### config.mk
export PLATFORM = sky130hd
export DESIGN_NAME = xbus_sequencer
export DESIGN_NICKNAME = d
export VERILOG_FILES = /design/src/rtl/xbus_pkg.sv /design/src/rtl/xbus_reset_filter.sv /design/src/rtl/xbus_state_timer.sv /design/src/rtl/xbus_cycle_ctx.sv /design/src/rtl/xbus_strobe_gen.sv /design/src/rtl/xbus_sequencer.sv
export SDC_FILE = /design/constraint.sdc
export NUM_CORES = 1
export LEC_CHECK = 0
export ABC_CLOCK_PERIOD_IN_PS = 3500
export CORE_MARGIN = 5
export CORE_UTILIZATION = 54
export CTS_CLUSTER_DIAMETER = 40
export CTS_CLUSTER_SIZE = 25
export DETAILED_ROUTE_END_ITERATION = 7
export MAX_ROUTING_LAYER = met4
export PLACE_DENSITY_LB_ADDON = 0.1
export SLEW_MARGIN = 30
export SYNTH_ARGS = -nofsm -noshare
export SYNTH_HDL_FRONTEND = slang
export SYNTH_HIERARCHICAL = 1
export SYNTH_SLANG_ARGS = --single-unit
### constraint.sdc
create_clock -name clk -period 3.5 [get_ports clk]
set_input_delay 0.7 -clock clk [delete_from_list [all_inputs] [get_ports clk]]
set_output_delay 0.7 -clock clk [all_outputs]
set_load 0.02 [all_outputs]
### src/rtl/xbus_pkg.sv
package xbus_pkg;
  localparam int STATES   = 6;
  localparam int PHASES   = 2;
  localparam int FETCHES  = 2;
  localparam int AW       = 16;
  localparam int DW       = 8;
  localparam int RST_MC   = 2;
  localparam int HALF     = STATES / FETCHES;
  localparam int STB_FIRST = 2;
  localparam int STB_LAST  = 4;
  localparam int TW = $clog2(STATES * PHASES);
  localparam int SW = $clog2(STATES);

  typedef struct packed {
    logic                          dreq;
    logic                          dwr;
    logic                          dwide;
    logic                          ale_off;
    logic [AW-1:0]                 daddr;
    logic [DW-1:0]                 dwdata;
    logic [DW-1:0]                 p2;
    logic [FETCHES-1:0]            ext;
    logic [FETCHES-1:0][AW-1:0]    faddr;
  } xctx_t;

  typedef struct packed {
    logic          ale;
    logic          psen_n;
    logic          rd_n;
    logic          wr_n;
    logic          p0_oe;
    logic          p2_oe;
    logic [DW-1:0] p0;
    logic [DW-1:0] p2;
  } xpins_t;

  localparam xpins_t PINS_IDLE = '{ale: 1'b0, psen_n: 1'b1, rd_n: 1'b1, wr_n: 1'b1,
                                   p0_oe: 1'b0, p2_oe: 1'b0, p0: '1, p2: '1};
endpackage

### src/rtl/xbus_reset_filter.sv
module xbus_reset_filter
  import xbus_pkg::*;
(
  input  logic clk,
  input  logic rst_in,
  input  logic mode6_live,
  output logic rst_q
);
  localparam int MAXCLK = RST_MC * STATES * PHASES;
  localparam int CW = $clog2(MAXCLK + 1);
  localparam logic [CW-1:0] NEED12 = CW'(RST_MC * STATES * PHASES);
  localparam logic [CW-1:0] NEED6  = CW'(RST_MC * STATES);

  logic [CW-1:0] cnt;
  logic [CW-1:0] need;

  assign need = mode6_live ? NEED6 : NEED12;

  always_ff @(posedge clk) begin
    if (!rst_in)
      cnt <= '0;
    else if (cnt < need)
      cnt <= cnt + 1'b1;
  end

  assign rst_q = rst_in && (cnt >= need);
endmodule

### src/rtl/xbus_state_timer.sv
module xbus_state_timer
  import xbus_pkg::*;
(
  input  logic          clk,
  input  logic          rst,
  input  logic          mode6,
  output logic [TW-1:0] tick_nxt,
  output logic          cyc_start
);
  localparam logic [TW-1:0] LAST12 = TW'(STATES * PHASES - 1);
  localparam logic [TW-1:0] LAST6  = TW'(STATES - 1);

  logic [TW-1:0] tick;
  logic [TW-1:0] last;

  assign last      = mode6 ? LAST6 : LAST12;
  assign tick_nxt  = (tick >= last) ? '0 : tick + 1'b1;
  assign cyc_start = (tick_nxt == '0);

  always_ff @(posedge clk) begin
    if (rst)
      tick <= '1;
    else
      tick <= tick_nxt;
  end
endmodule

### src/rtl/xbus_cycle_ctx.sv
module xbus_cycle_ctx
  import xbus_pkg::*;
#(
  parameter int ROM_KB = 8
) (
  input  logic          clk,
  input  logic          rst,
  input  logic          cyc_start,
  input  logic [AW-1:0] pc,
  input  logic          int_rom_en,
  input  logic          ale_off,
  input  logic          dreq,
  input  logic          dwr,
  input  logic          dwide,
  input  logic [AW-1:0] daddr,
  input  logic [DW-1:0] dwdata,
  input  logic [DW-1:0] p2_reg,
  output xctx_t         ctx_nxt
);
  localparam int ROM_BYTES = ROM_KB * 1024;
  localparam logic [AW:0] ROM_TOP = (AW+1)'(ROM_BYTES);

  xctx_t ctx_q;
  xctx_t cap;

  for (genvar i = 0; i < FETCHES; i++) begin : g_fetch
    assign cap.faddr[i] = pc + AW'(i);
    assign cap.ext[i]   = !int_rom_en || ({1'b0, cap.faddr[i]} >= ROM_TOP);
  end

  assign cap.dreq    = dreq;
  assign cap.dwr     = dwr;
  assign cap.dwide   = dwide;
  assign cap.ale_off = ale_off;
  assign cap.daddr   = daddr;
  assign cap.dwdata  = dwdata;
  assign cap.p2      = p2_reg;

  assign ctx_nxt = cyc_start ? cap : ctx_q;

  always_ff @(posedge clk) begin
    if (rst)
      ctx_q <= '0;
    else
      ctx_q <= ctx_nxt;
  end
endmodule

### src/rtl/xbus_strobe_gen.sv
module xbus_strobe_gen
  import xbus_pkg::*;
(
  input  logic          clk,
  input  logic          rst,
  input  logic          mode6,
  input  logic [TW-1:0] tick_nxt,
  input  xctx_t         ctx_nxt,
  output xpins_t        pins
);
  logic [SW-1:0] st;
  logic          upper;
  logic          lead;
  logic [AW-1:0] fa;
  logic          fext;
  logic          in_stb;
  xpins_t        nxt;

  always_comb begin
    st     = mode6 ? SW'(tick_nxt) : SW'(tick_nxt >> 1);
    upper  = (st >= SW'(HALF));
    lead   = (st == '0) || (st == SW'(HALF));
    fa     = ctx_nxt.faddr[upper];
    fext   = ctx_nxt.ext[upper];
    in_stb = (st >= SW'(STB_FIRST)) && (st <= SW'(STB_LAST));

    nxt        = PINS_IDLE;
    nxt.p2     = ctx_nxt.p2;

    if (ctx_nxt.dreq) begin
      nxt.ale   = (st == '0);
      nxt.p2_oe = 1'b1;
      nxt.p2    = ctx_nxt.dwide ? ctx_nxt.daddr[AW-1:DW] : ctx_nxt.p2;
      if (st == '0) begin
        nxt.p0    = ctx_nxt.daddr[DW-1:0];
        nxt.p0_oe = 1'b1;
      end else if (ctx_nxt.dwr) begin
        nxt.p0    = ctx_nxt.dwdata;
        nxt.p0_oe = 1'b1;
      end
      if (in_stb) begin
        nxt.rd_n = ctx_nxt.dwr;
        nxt.wr_n = !ctx_nxt.dwr;
      end
    end else begin
      nxt.ale = lead && !ctx_nxt.ale_off;
      if (fext) begin
        nxt.p2_oe = 1'b1;
        nxt.p2    = fa[AW-1:DW];
        if (lead) begin
          nxt.p0    = fa[DW-1:0];
          nxt.p0_oe = 1'b1;
        end else begin
          nxt.psen_n = 1'b0;
        end
      end
    end
  end

  always_ff @(posedge clk) begin
    if (rst)
      pins <= PINS_IDLE;
    else
      pins <= nxt;
  end
endmodule

### src/rtl/xbus_sequencer.sv
module xbus_sequencer
  import xbus_pkg::*;
#(
  parameter int ROM_KB = 8
) (
  input  logic          clk,
  input  logic          rst_in,
  input  logic          clk6_sel,
  input  logic [15:0]   pc,
  input  logic          int_rom_en,
  input  logic          ale_off,
  input  logic          dreq,
  input  logic          dwr,
  input  logic          dwide,
  input  logic [15:0]   daddr,
  input  logic [7:0]    dwdata,
  input  logic [7:0]    p2_reg,
  output logic          ale,
  output logic          psen_n,
  output logic          rd_n,
  output logic          wr_n,
  output logic [7:0]    p0_out,
  output logic          p0_oe,
  output logic [7:0]    p2_out,
  output logic          p2_oe
);
  logic          rst_q;
  logic          mode6_q;
  logic [TW-1:0] tick_nxt;
  logic          cyc_start;
  xctx_t         ctx_nxt;
  xpins_t        pins;

  xbus_reset_filter u_rst (
    .clk        (clk),
    .rst_in     (rst_in),
    .mode6_live (clk6_sel),
    .rst_q      (rst_q)
  );

  always_ff @(posedge clk) begin
    if (rst_q)
      mode6_q <= clk6_sel;
  end

  xbus_state_timer u_tmr (
    .clk       (clk),
    .rst       (rst_q),
    .mode6     (mode6_q),
    .tick_nxt  (tick_nxt),
    .cyc_start (cyc_start)
  );

  xbus_cycle_ctx #(.ROM_KB(ROM_KB)) u_ctx (
    .clk        (clk),
    .rst        (rst_q),
    .cyc_start  (cyc_start),
    .pc         (pc),
    .int_rom_en (int_rom_en),
    .ale_off    (ale_off),
    .dreq       (dreq),
    .dwr        (dwr),
    .dwide      (dwide),
    .daddr      (daddr),
    .dwdata     (dwdata),
    .p2_reg     (p2_reg),
    .ctx_nxt    (ctx_nxt)
  );

  xbus_strobe_gen u_stb (
    .clk      (clk),
    .rst      (rst_q),
    .mode6    (mode6_q),
    .tick_nxt (tick_nxt),
    .ctx_nxt  (ctx_nxt),
    .pins     (pins)
  );

  assign ale    = pins.ale;
  assign psen_n = pins.psen_n;
  assign rd_n   = pins.rd_n;
  assign wr_n   = pins.wr_n;
  assign p0_out = pins.p0;
  assign p0_oe  = pins.p0_oe;
  assign p2_out = pins.p2;
  assign p2_oe  = pins.p2_oe;
endmodule

==> results of run 1 <==
## how the worst max path moves through the flow
stage,startpoint,slack [ps],endpoint
3_3_place_gp,pc[3],290,u_stb/pins[7]
4_1_cts,mode6_q,370,u_stb/pins[11]
5_1_grt,mode6_q,140,u_stb/pins[7]
3_5_place_dp,pc[0],190,u_stb/pins[7]
2_1_floorplan,mode6_q,400,u_stb/pins[6]
6_report,mode6_q,410,u_stb/pins[6]
## cells in the mapped netlist, types with 3 or more instances
cell,n
nand3_1,9
o21bai_1,4
mux2_2,59
nand2_1,39
xnor2_1,6
nor2b_1,62
buf_2,11
xor2_1,10
nor2_1,25
dfxtp_1,101
buf_6,3
a211oi_2,3
nand4_1,5
o21ai_0,13
o311ai_1,9
mux2i_1,21
a22oi_2,8
clkbuf_1,13
and4_1,4
a21oi_1,24
nand2b_1,12
a211oi_1,6
buf_1,3
ha_1,10
inv_1,17
## where the power goes
| group | total, mW | switching (mW) | internal [mW] |
|---|---|---|---|
| clock | 0.707 | 0.430 | 0.277 |
| sequential | 1.94 | 0.170 | 1.77 |
| combinational | 4.25 | 2.20 | 2.06 |
## registers in the layout, summed over array words and instances (netlist names)
name and cells:
u_ctx/ctx_q 70, u_stb/pins 22, u_rst/cnt 5, u_tmr/tick 4, mode6_q 1
## routing by layer
metal  vias to the layer above  track usage
met5                         -            -
met4                         0      0.04018
met3                         6      0.04559
met2                        72       0.3275
met1                      1798       0.2634
li1                       1943            -
## final cells by class
type | count | share of cell area
well taps | 129 | 0.02609
inverters | 17 | 0.01031
multi-input cells | 371 | 0.4609
repair buffers | 87 | 0.1407
clock buffers | 9 | 0.02002
flip-flops and latches | 102 | 0.3316
clock inverters | 7 | 0.01031
## worst register-to-register path, delay by kind of cell, from the launching register on
family          cells  cell delay [ps]
buf+inv             3              590
compound gates      4              730
simple gates        2              180
mux                 2              770
fa+ha+maj           1              310
flops               1              430
## repair_timing
action,CTS,global route
hold buffers,0,0
buffers inserted,0,0
gates resized for setup,0,1
endpoints found under the setup margin,0,1
## cells by family after synthesis
group                    share of synthesized area
XOR/XNOR                                   0.02743
adder cells (fa/ha/maj)                    0.02449
buffers and inverters                      0.04457
AND/OR/NAND/NOR                             0.1952
AO/OA/AOI/OAI                               0.1310
multiplexers                                0.1756
flip-flops                                  0.4017
==> results.yml, run 1 <==
logic_synthesis:
  synth.area.top_cells: "dfxtp_1 40%, mux2_2 13%, nor2b_1 7.6%, mux2i_1 4.1%, nand2_1 2.9%"
  netlist_area_sq_um: 5109
  synthCells: 522
  synth.ff_latch_count: 102
  seq_area_frac_synth: 0.4017
  yosysTopAreaCellShare: 0.3958
  synth_top_area_cell: "dfxtp_1"
  synth_edf_count: 1
  syn-num-nets: 588
  avgSynthCellArea_sq_um: 9.787
  synth_cell_type_count: 61
  synth_flop_cell: "dfxtp_1"
  yosys_warnings: 6
  async_reset_ff_frac: 0
critical_path:
  worstPathRequired_ps: 3760
  path_max_fanout: 18
  cpLargestDelayFamily: "multiplexers"
  reg2reg_from: "mode6_q"
  start_kind: "register"
  crit_type: "register to register"
  worstRegToRegCells: 12
  path_cells: "buf_4 -> ha_1 -> a21oi_2 -> o21ai_4 -> a31o_4 -> mux2_2 -> buf_4 -> nor2b_1 -> buf_4 -> nand2_1 -> mux2_1 -> o311ai_1"
  cp_slowest_cell: "mux2_2"
  worstPathArrival_ps: 3350
  cpMostUsedCell: "buf_4"
  cp.depth: 12
  r2r_slack_ps: 410
  crit_buf_inv: 3
  worstReg2RegEnd: "u_stb/pins[6]"
  end_kind: "register"
  critPathMaxStageDelay_ps: 460
drt:
  ant_nets: 0
  firstDrtPassIters: 4
  via_count: 3819
  routed-wl-met2_um: 5363
  wl_met1_um: 5356
  viasPerCell: 5.289
  wire_per_inst_um: 15.50
  wl_met3_um: 401
  routed_wl_um: 11190
  dr.max_layer_used: "met4"
  drt_iter0_drc: 124
  drc: 0
final_layout:
  antenna-diode-count: 0
  drive_gt1_frac: 0.1922
  synthToLayoutAreaGrowth_pct: 21.11
  fin_cells: 722
  register_area_sq_um: 2052
  nFillCells: 777
  fin_area_sq_um: 6187
  multiInputGateArea_sq_um: 2851
  nets: 654
  fin_util: 0.6696
  layout_commonest_cell: "dfxtp_1"
  final_cell_mix: "101 x dfxtp_1, 77 x clkdlybuf4s50_1, 62 x nor2b_1, 59 x mux2_2, 39 x nand2_1"
sta:
  slew_headroom: 0.5862
  setup_ws_ps: 408.7
  fin_crit_sh: 0.8832
  period_minus_slack_ps: 3091
  setup_viol_count_final: 0
  grt_setup_unrepaired: "false"
  hold_slack_ps: 500.2
  hold_viol_final: 0
  tns_ps: 0
  slew_viol_final: 0
  fmax_ghz: 0.3235
  tightest_slew_ps: 618.4
  fin_skew_ps: 17.68
global_routing:
  grt_use_total: 0.2029
  grt_max_degree: 55
  antenna_found_initial: 0
  grt_pass1_wl_um: 18310
  gr-total-overflow: 0
  grt_pass1_vias: 3746
job:
  max-cap-violations: 0
clocking:
  cts.sinks: 102
  clkLatencyLatePin_ps: 370
  root_buffer: "clkbuf_8"
  cts_tree: "built"
  h-tree-depth: 3
  clk_path_buf_depth: 2
  clk_pin_slew_ps: 100
  cts_buffers: 9
power:
  irDropWorstVdd_mv: 0.5277
  p_leak_nw: 2.461
  power.density_nw_per_um2: 1115
  finalPower_mw: 6.899
die:
  chipHeight_um: 107.3
  io_pins: 78
  num_rows: 35
  die_x_um: 107.3
  start_util: 0.5529
  die-area_sq_um: 11510
  core_area_sq_um: 9240
min_path:
  hold_class: "register to register"
  min_to: "u_rst/cnt[2]"
  hold_path_startpoint: "u_rst/cnt[2]"
  hold_depth: 2
placed_design:
  dp_slack_ps: 193.1
  placed_area_sq_um: 5997
  place_inst: 706
  hpwl_um: 8373
  globalplace.congestion: 0.8595
  port_buffers: 77
status:
  status: "complete, no violations"
Power figures use the tool's default switching activity.
==> inputs of run 2 (changes only) <==
--- a/config.mk
+++ b/config.mk
@@ -6,13 +6,15 @@
 export NUM_CORES = 1
 export LEC_CHECK = 0
 export ABC_CLOCK_PERIOD_IN_PS = 3500
+export CORE_ASPECT_RATIO = 1.4
 export CORE_MARGIN = 5
 export CORE_UTILIZATION = 54
 export CTS_CLUSTER_DIAMETER = 40
 export CTS_CLUSTER_SIZE = 25
 export DETAILED_ROUTE_END_ITERATION = 7
+export GPL_ROUTABILITY_DRIVEN = 0
 export MAX_ROUTING_LAYER = met4
-export PLACE_DENSITY_LB_ADDON = 0.1
+export PLACE_DENSITY = 0.88
 export SLEW_MARGIN = 30
 export SYNTH_ARGS = -nofsm -noshare
 export SYNTH_HDL_FRONTEND = slang
==> run 2 against run 1 <==
  * Die area up 0.24%
  * Clock power up 39%
  * Sequential share of layout area down 0.38 points
  * Largest cell class unchanged
  * First-iteration DRC count up 65%
  * Sequential power about the same
  * Global-route usage up 1.6 points
  * Utilization down 0.053 points
  * Largest power group unchanged
  * Setup slack worse by 120 ps
  * Sequential cell count unchanged
  * Final area up 1.2%
  * Clock skew down 11 ps
  * Hold slack worse by 2.2 ps
==> results.yml, run 2 (synthesis gave the netlist of run 1 again) <==
status:
  status: "complete, no violations"
die:
  start_util: 0.5461
  die-area_sq_um: 11530
  core_area_sq_um: 9354
  chipHeight_um: 125.1
  die_x_um: 92.21
  num_rows: 42
  io_pins: 78
final_layout:
  largestRegisters: "u_ctx/ctx_q: 70 flops, u_stb/pins: 22 flops, u_rst/cnt: 5 flops"
  regMostFlops: "u_ctx/ctx_q"
  multiInputGateArea_sq_um: 2849
  antenna-diode-count: 0
  drive_gt1_frac: 0.1889
  final_cell_mix: "101 x dfxtp_1, 77 x clkdlybuf4s50_1, 62 x nor2b_1, 59 x mux2_2, 39 x nand2_1"
  largest_reg_flops: 70
  synthToLayoutAreaGrowth_pct: 22.51
  register_area_sq_um: 2052
  nFillCells: 706
  nets: 655
  layout_commonest_cell: "dfxtp_1"
  fin_area_sq_um: 6259
sta:
  slew_viol_final: 0
  grt_setup_unrepaired: "false"
  fmax_ghz: 0.3118
  setup_viol_count_final: 0
  slew_headroom: 0.5684
  tns_ps: 0
  tightest_slew_ps: 645.1
  period_minus_slack_ps: 3207
  fin_skew_ps: 7.021
  fin_crit_sh: 0.9163
  hold_viol_final: 0
critical_path:
  worstReg2RegEnd: "u_stb/pins[17]"
  worstPathRequired_ps: 3790
  path_max_fanout: 23
  worstSetupStartpoint: "mode6_q"
  start_kind: "register"
  crit_end: "u_stb/pins[17]"
  r2r_slack_ps: 290
  end_kind: "register"
  worstPathArrival_ps: 3500
  worstRegToRegCells: 10
  reg2reg_from: "mode6_q"
  crit_type: "register to register"
placed_design:
  hpwl_um: 8818
  port_buffers: 77
  placed_area_sq_um: 5968
global_routing:
  grt_max_degree: 53
  grt_pass1_wl_um: 19730
  grt_use_total: 0.2187
  grt_pass1_vias: 4091
  antenna_found_initial: 0
  gr-total-overflow: 0
clocking:
  cts_tree: "built"
  hold_buffers: 0
  cts.sinks: 102
  cts_buffers: 9
  cts_resized: 0
  clk_path_buf_depth: 2
  h-tree-depth: 3
  clkLatencyLatePin_ps: 350
  post_cts_buffers: 0
  clk_pin_slew_ps: 70
  root_buffer: "clkbuf_16"
job:
  max-cap-violations: 0
drt:
  routed_wl_um: 12070
  viasPerCell: 5.698
  via_count: 4006
  firstDrtPassIters: 4
  ant_nets: 0
  drt_iter0_drc: 204
  drc: 0
  wire_per_inst_um: 17.17
power:
  power.density_nw_per_um2: 1161
  irDropWorstVdd_mv: 0.5322
  p_leak_nw: 2.505
  finalPower_mw: 7.264
min_path:
  hold_class: "register to register"
run 2: per-layer routing:
metal / share of wire / wire (um) / track usage
met1: 0.41 / 4965 / 0.2449
met2: 0.52 / 6224 / 0.3722
met3: 0.037 / 442 / 0.03546
met4: 0.036 / 438 / 0.1129
met5: 0 / 0 / -
run 2: cell type report:
class,count,area share
multi-input cells,371,0.4552
flip-flops and latches,102,0.3279
repair buffers,88,0.1383
clock buffers,11,0.03878
well taps,110,0.02199
inverters,17,0.01020
clock inverters,4,0.007597
run 2: worst min-delay path by stage:
stage,from,to,slack (ps),cells after the start
2_1_floorplan,u_rst/cnt[2],u_rst/cnt[2],460,2
3_3_place_gp,u_rst/cnt[2],u_rst/cnt[2],480,2
3_5_place_dp,u_rst/cnt[2],u_rst/cnt[2],490,2
4_1_cts,u_rst/cnt[2],u_rst/cnt[2],500,2
5_1_grt,u_rst/cnt[2],u_rst/cnt[2],540,2
6_report,u_rst/cnt[2],u_rst/cnt[2],500,2
run 2: report_power, final:
part	switching [mW]	internal, mW
Clock	0.417	0.567
Combinational	2.24	2.08
Sequential	0.183	1.77
run 2: critical path, stage by stage, from the launching register on:
cell	delay (ps)
edfxtp_1	460
ha_1	340
a21oi_1	230
o21ai_4	150
a31o_4	340
nand3_1	200
mux2i_1	140
a21oi_1	360
o31a_1	220
o221a_1	500
nand2b_4	220
run 2: per-stage QoR:
step	instances	setup slack [ps]	hold WS [ps]	utilization
4_1_cts	703	340.7	501.8	0.6691
6_report	703	292.9	498.0	0.6691
5_1_grt	703	161.8	542.6	0.6691
3_5_place_dp	688	101.6	493.1	0.6380
3_3_place_gp	688	224.3	476.1	0.6380
2_1_floorplan	522	400.8	461.0	-
